<file path="src/rtl/mdio_mgmt_target.sv">
`timescale 1ns/1ps
module mdio_mgmt_target #(
  parameter int          NUM_REGS     = 8,
  parameter int          PREAMBLE_LEN = 32,
  parameter logic [15:0] STATUS_BASE  = 16'h7809
) (
  input  logic        mdc,
  input  logic        rst_n,
  input  logic [4:0]  phy_addr,
  input  logic        mdio_i,
  output logic        mdio_o,
  output logic        mdio_oe,
  output logic        wr_stb,
  output logic [4:0]  wr_addr,
  output logic [15:0] wr_data
);
  localparam int PCW = $clog2(PREAMBLE_LEN + 1);
  localparam int IW  = (NUM_REGS > 1) ? $clog2(NUM_REGS) : 1;
  localparam logic [5:0] NREG = 6'(NUM_REGS);
  localparam logic [4:0] CTRL_ADDR = 5'd0;
  localparam logic [4:0] STAT_ADDR = 5'd1;
  localparam int SUPPRESS_BIT = 6;
  localparam int SRST_BIT = 15;

  typedef enum logic [2:0] {IDLE, START, OPC, PHYA, REGA, TURN, DATA, WAITHI} st_t;

  st_t            st;
  logic [3:0]     bcnt;
  logic           pre_ok;
  logic [PCW-1:0] pre_cnt;
  logic [1:0]     op;
  logic [4:0]     pa, ra;
  logic [15:0]    sh, rd_sh, rd_val;
  logic [15:0]    regs [NUM_REGS];

  wire        hit     = (pa == phy_addr);
  wire        is_rd   = (op == 2'b10);
  wire        is_wr   = (op == 2'b01);
  wire [15:0] wdata   = {sh[14:0], mdio_i};
  wire        last_wr = (st == DATA) && (bcnt == 4'd15) && is_wr && hit;
  wire        srst    = last_wr && (ra == CTRL_ADDR) && wdata[SRST_BIT];

  always_comb begin
    if (ra == STAT_ADDR)
      rd_val = STATUS_BASE | (16'd1 << SUPPRESS_BIT);
    else if ({1'b0, ra} < NREG)
      rd_val = regs[ra[IW-1:0]];
    else
      rd_val = '0;
  end

  always_ff @(posedge mdc or negedge rst_n) begin
    if (!rst_n) begin
      st      <= IDLE;
      bcnt    <= '0;
      pre_ok  <= 1'b0;
      pre_cnt <= '0;
      op      <= '0;
      pa      <= '0;
      ra      <= '0;
      sh      <= '0;
    end else begin
      case (st)
        IDLE: begin
          if (!pre_ok) begin
            if (mdio_i) begin
              if (pre_cnt == PCW'(PREAMBLE_LEN - 1)) pre_ok <= 1'b1;
              else pre_cnt <= pre_cnt + 1'b1;
            end else begin
              pre_cnt <= '0;
            end
          end else if (!mdio_i) begin
            st <= START;
          end
        end
        START: begin
          bcnt <= '0;
          st   <= mdio_i ? OPC : WAITHI;
        end
        OPC: begin
          op <= {op[0], mdio_i};
          if (bcnt == 4'd1) begin
            bcnt <= '0;
            st   <= (op[0] ^ mdio_i) ? PHYA : WAITHI;
          end else begin
            bcnt <= bcnt + 1'b1;
          end
        end
        PHYA: begin
          pa <= {pa[3:0], mdio_i};
          if (bcnt == 4'd4) begin
            bcnt <= '0;
            st   <= REGA;
          end else begin
            bcnt <= bcnt + 1'b1;
          end
        end
        REGA: begin
          ra <= {ra[3:0], mdio_i};
          if (bcnt == 4'd4) begin
            bcnt <= '0;
            st   <= TURN;
          end else begin
            bcnt <= bcnt + 1'b1;
          end
        end
        TURN: begin
          if (bcnt == 4'd1) begin
            bcnt <= '0;
            st   <= DATA;
          end else begin
            bcnt <= bcnt + 1'b1;
          end
        end
        DATA: begin
          sh <= wdata;
          if (bcnt == 4'd15) begin
            bcnt <= '0;
            if (srst) begin
              st      <= IDLE;
              pre_ok  <= 1'b0;
              pre_cnt <= '0;
            end else begin
              st <= WAITHI;
            end
          end else begin
            bcnt <= bcnt + 1'b1;
          end
        end
        default: begin
          if (mdio_i) st <= IDLE;
        end
      endcase
    end
  end

  always_ff @(posedge mdc or negedge rst_n) begin
    if (!rst_n) begin
      wr_stb  <= 1'b0;
      wr_addr <= '0;
      wr_data <= '0;
      for (int i = 0; i < NUM_REGS; i++) regs[i] <= '0;
    end else begin
      wr_stb <= last_wr;
      if (last_wr) begin
        wr_addr <= ra;
        wr_data <= wdata;
      end
      if (srst) begin
        for (int i = 0; i < NUM_REGS; i++) regs[i] <= '0;
      end else if (last_wr) begin
        for (int i = 0; i < NUM_REGS; i++) begin
          if (ra == 5'(i) && ra != STAT_ADDR)
            regs[i] <= (ra == CTRL_ADDR) ? (wdata & 16'h7fff) : wdata;
        end
      end
    end
  end

  always_ff @(posedge mdc or negedge rst_n) begin
    if (!rst_n) begin
      mdio_oe <= 1'b0;
      mdio_o  <= 1'b0;
      rd_sh   <= '0;
    end else if (st == TURN && bcnt == 4'd0 && is_rd && hit && pre_ok) begin
      mdio_oe <= 1'b1;
      mdio_o  <= 1'b0;
    end else if (st == TURN && bcnt == 4'd1 && mdio_oe) begin
      mdio_o <= rd_val[15];
      rd_sh  <= {rd_val[14:0], 1'b0};
    end else if (st == DATA && mdio_oe) begin
      if (bcnt == 4'd15) begin
        mdio_oe <= 1'b0;
        mdio_o  <= 1'b0;
      end else begin
        mdio_o <= rd_sh[15];
        rd_sh  <= {rd_sh[14:0], 1'b0};
      end
    end
  end
endmodule

</file>
<file path="config.mk">
export PLATFORM = sky130hd
export DESIGN_NAME = mdio_mgmt_target
export DESIGN_NICKNAME = d
export VERILOG_FILES = /design/src/rtl/mdio_mgmt_target.sv
export SDC_FILE = /design/constraint.sdc
export NUM_CORES = 1
export LEC_CHECK = 0
export BUFFER_PORTS_ARGS = -buffer_cell sky130_fd_sc_hd__buf_4
export CORE_MARGIN = 3
export CORE_UTILIZATION = 62
export DETAILED_ROUTE_END_ITERATION = 7
export PLACE_DENSITY = 0.86
export SYNTH_ARGS = -nofsm -noshare
export SYNTH_HDL_FRONTEND = slang
export SYNTH_SLANG_ARGS = --single-unit
</file>
<file path="constraint.sdc">
create_clock -name mdc -period 2.28 [get_ports mdc]
set_input_delay 0.342 -clock mdc [delete_from_list [all_inputs] [get_ports mdc]]
set_output_delay 0.342 -clock mdc [all_outputs]
set_load 0.005 [all_outputs]
</file>
==> key figures <==
STA
  – Setup clock skew after layout: 0.006325 ns
  – Timing-limited maximum frequency: 457.2 MHz
  – Slew HR: 61.39%
  – Post-route clock period utilization: 95.92%
  – TNS Setup: 0 ns
  – Final slew viol count: 0
  – Total count of hold-check failures in the final report: 0
  – Number of setup violations in the final report: 0
  – Clock period minus final worst setup slack: 2.187 ns
  – Actual transition at the worst max-transition pin: 0.5769 ns

Clock network
  – CTS H-Tree Depth: 1
  – CTS clk-pin slew, worst paths: 0.06 ns
  – Sink count of the clock tree: 203
  – TritonCTS clock tree: built
  – Root Buffer: clkbuf_16
  – Buffers from clock root to sink, at most: 3
  – CTS buffer count: 22
  – Clock network latency to the later pin of the worst-skew pair: 0.51 ns

Route
  – Pre-antenna DRT Iters: 6
  – Residual DRC: 0
  – Vias/cell: 6.287
  – Count of antenna-violating nets left after detailed routing: 0
  – Routed length per instance: 21.23 um
  – Routed WL: 24,590 um
  – Total via count after detailed routing: 7,280
  – Number of DRC violations after detailed-routing iteration 0: 757

Global routing
  – Wire length of the first global-routing pass: 40,850 um
  – Pin count of the biggest net entering global routing: 66
  – Via count of the first global-routing pass: 7,565
  – Total overflow reported by the global router: 0
  – Antenna violations before repair: 0
  – Total GRT Usage: 28.90%

Floorplan
  – Die extent in x: 132.2 um
  – I/O pin cnt: 32
  – Initial cell density of the core: 64.24%
  – Vertical die dimension: 132.2 um
  – Number of placement rows: 45
  – Area of the die: 17,480 um2
  – Area of the core: 15,370 um2

Worst setup path
  – Crit path max-delay cell type: dfrtp_1
  – Largest stage delay on the critical path: 0.56 ns
  – Crit-path max FO: 11
  – Kind of end point of the critical path: flop
  – Kind of start point of the critical path: flop
  – CP delay by family, top: simple AND/OR/NAND/NOR gates
  – Crit Path Category: flop to flop
  – Critical Path RT: 2.66 ns
  – Arrival @ worst endpoint: 2.57 ns
  – Cell breakdown of the critical path: nand4_1, nor4_4, buf_4, nand4_1, buf_4, mux2i_1, nor2_1
  – Buffering stage count on the worst path with inverters included: 2

Logic synthesis
  – Cell type with the highest aggregate area in the netlist: dfrtp_1
  – Most frequent cells after synthesis: dfrtp_1, nand2_1, mux2i_1
  – Number of warnings reported in the yosys synthesis log: 0
  – Cell area after synthesis: 9874 um2
  – Number of enable flip-flop cells after synthesis: 0
  – Avg Synthesized Cell Area: 10.87 um2
  – Post-Syn Instances: 908
  – Most frequently used flop master after synthesis: dfrtp_1
  – Asr flop ratio synth: 100.0%
  – Number of nets produced by synthesis: 920
  – Top post-synthesis cells by area: dfrtp_1, mux2i_1, nand2_1
  – Post-synthesis register bit count: 203
  – Proportion of netlist area held by the largest area contributor: 51.44%
  – Sequential share of the synthesized area: 51.44%
  – Number of distinct standard cells referenced by the synthesized netlist: 58
  – Library cell with the highest instance count after synthesis: dfrtp_1

Place
  – Number of buffers added on ports: 31
  – DP HPWL: 14,850 um
  – Routability Congestion: 0.9153
  – Placed cell count: 1,117

Pwr
  – Standby leakage power: 5.920 nW
  – Worst vdd ir: 0.7844 mV
  – Cell Pwr Density: 666.9 nW/um2

Layout
  – Final layout net count: 944
  – Area growth from synthesis to layout: 13.04%
  – Finished Layout Cells: 1,158
  – Fraction of the core area covered by cells at the end of the flow: 72.62%
  – Count of inserted antenna diode cells: 0
  – Share of layout cells above drive strength 1: 17.63%

Run status
  – Run status: finished clean

Job
  – Maximum capacitance violations: 0

Min path
  – Kind of path behind the tightest hold check: primary input to flop
## sequential cells by signal, summed over array words and instances (netlist names)
register,count
wr_addr,5
pre_ok,1
wr_stb,1
wr_data,16
regs,123
st,3
op,2
ra,5
mdio_o,1
pa,5
rd_sh,15
pre_cnt,6
mdio_oe,1
sh,15
bcnt,4
## cells by family (layout without fill, tap and decap cells)
logic type	Yosys count	after routing	synth area share [%]
adder cells (fa/ha/maj)	4	4	0.5069
buffers and inverters	85	124	4.422
AND/OR/NAND/NOR	340	340	16.27
flip-flops	203	203	51.44
AO/OA/AOI/OAI	102	102	6.614
multiplexers	168	168	20.13
XOR/XNOR	6	6	0.6082
## cells in the final DEF, fill, tap and decap left out, types with 18 or more instances in the layout
cell / n
o21ai_1: 23
a21oi_1: 18
nand3_1: 20
mux2_2: 18
buf_4: 68
clkbuf_16: 23
nor2_1: 103
dfrtp_1: 200
mux2i_1: 112
mux4_2: 21
nand2_1: 135
## layer usage
| metal | vias to the layer above | global-route usage, % | wire, um |
|---|---|---|---|
| met3 | 59 | 5.191 | 1860 |
| li1 | 3199 | - | - |
| met2 | 344 | 48.43 | 12200 |
| met5 | - | 0 | 0 |
| met1 | 3678 | 38.84 | 9929 |
| met4 | 0 | 9.180 | 603 |
## repair_timing
| action | CTS | global route |
|---|---|---|
| hold endpoints to repair | 37 | 0 |
| setup buffers | 0 | 1 |
| hold buffers | 1 | 0 |
| endpoints found under the setup margin | 0 | 78 |
| resized for setup | 0 | 4 |
## power by group
group	internal [W]	leakage [nW]	switching, W
logic	0.000105	2.77	0.000206
registers	0.00362	2.81	0.0000202
clock network	0.00206	0.341	0.00143
## worst register-to-register path, cell delays in order, from the launching register on
cell     delay, ns
dfrtp_1       0.56
nand4_1       0.32
nor4_4        0.32
buf_4         0.19
nand4_1       0.16
buf_4         0.24
mux2i_1       0.20
nor2_1        0.07
## worst paths after layout
path	to	depth (start not counted)	slack (ns)	startpoint
setup / recovery	regs[0]$_DFFE_PN0P_	7	0.09	bcnt[2]$_DFFE_PN0P_
hold / removal	op[0]$_DFFE_PN0P_	2	0.25	mdio_i
max in group asynchronous	regs[39]$_DFFE_PN0P_	3	1.27	rst_n
hold reg to reg	wr_data[3]$_DFFE_PN0N_	2	0.47	wr_data[3]$_DFFE_PN0N_
setup reg to reg	regs[0]$_DFFE_PN0P_	7	0.09	bcnt[2]$_DFFE_PN0P_
min in group asynchronous	op[0]$_DFFE_PN0P_	2	0.32	rst_n
## layout make-up
type	count	area, um2
clock buffers	34	646.9
fillers	973	4209
multi-input cells	620	4374
flip-flops and latches	203	5084
repair buffers	79	714.4
well taps	211	264.0
clock inverters	5	56.30
inverters	6	22.52
## stage by stage
stage | setup slack [ns] | power (W) | hold slack (ns) | cell area (um2)
2_1_floorplan | 0.1856 | 0.003860 | 0.04641 | 9874
3_3_place_gp | 0.1179 | 0.004005 | 0.2890 | 10430
3_5_place_dp | 0.02344 | 0.004011 | 0.2892 | 10430
4_1_cts | 0.002346 | 0.007448 | 0.2426 | 11140
5_1_grt | -0.01128 | 0.007653 | 0.2631 | 11160
6_report | 0.09292 | 0.007443 | 0.2464 | 11160
(Power assumes the default switching activity.)
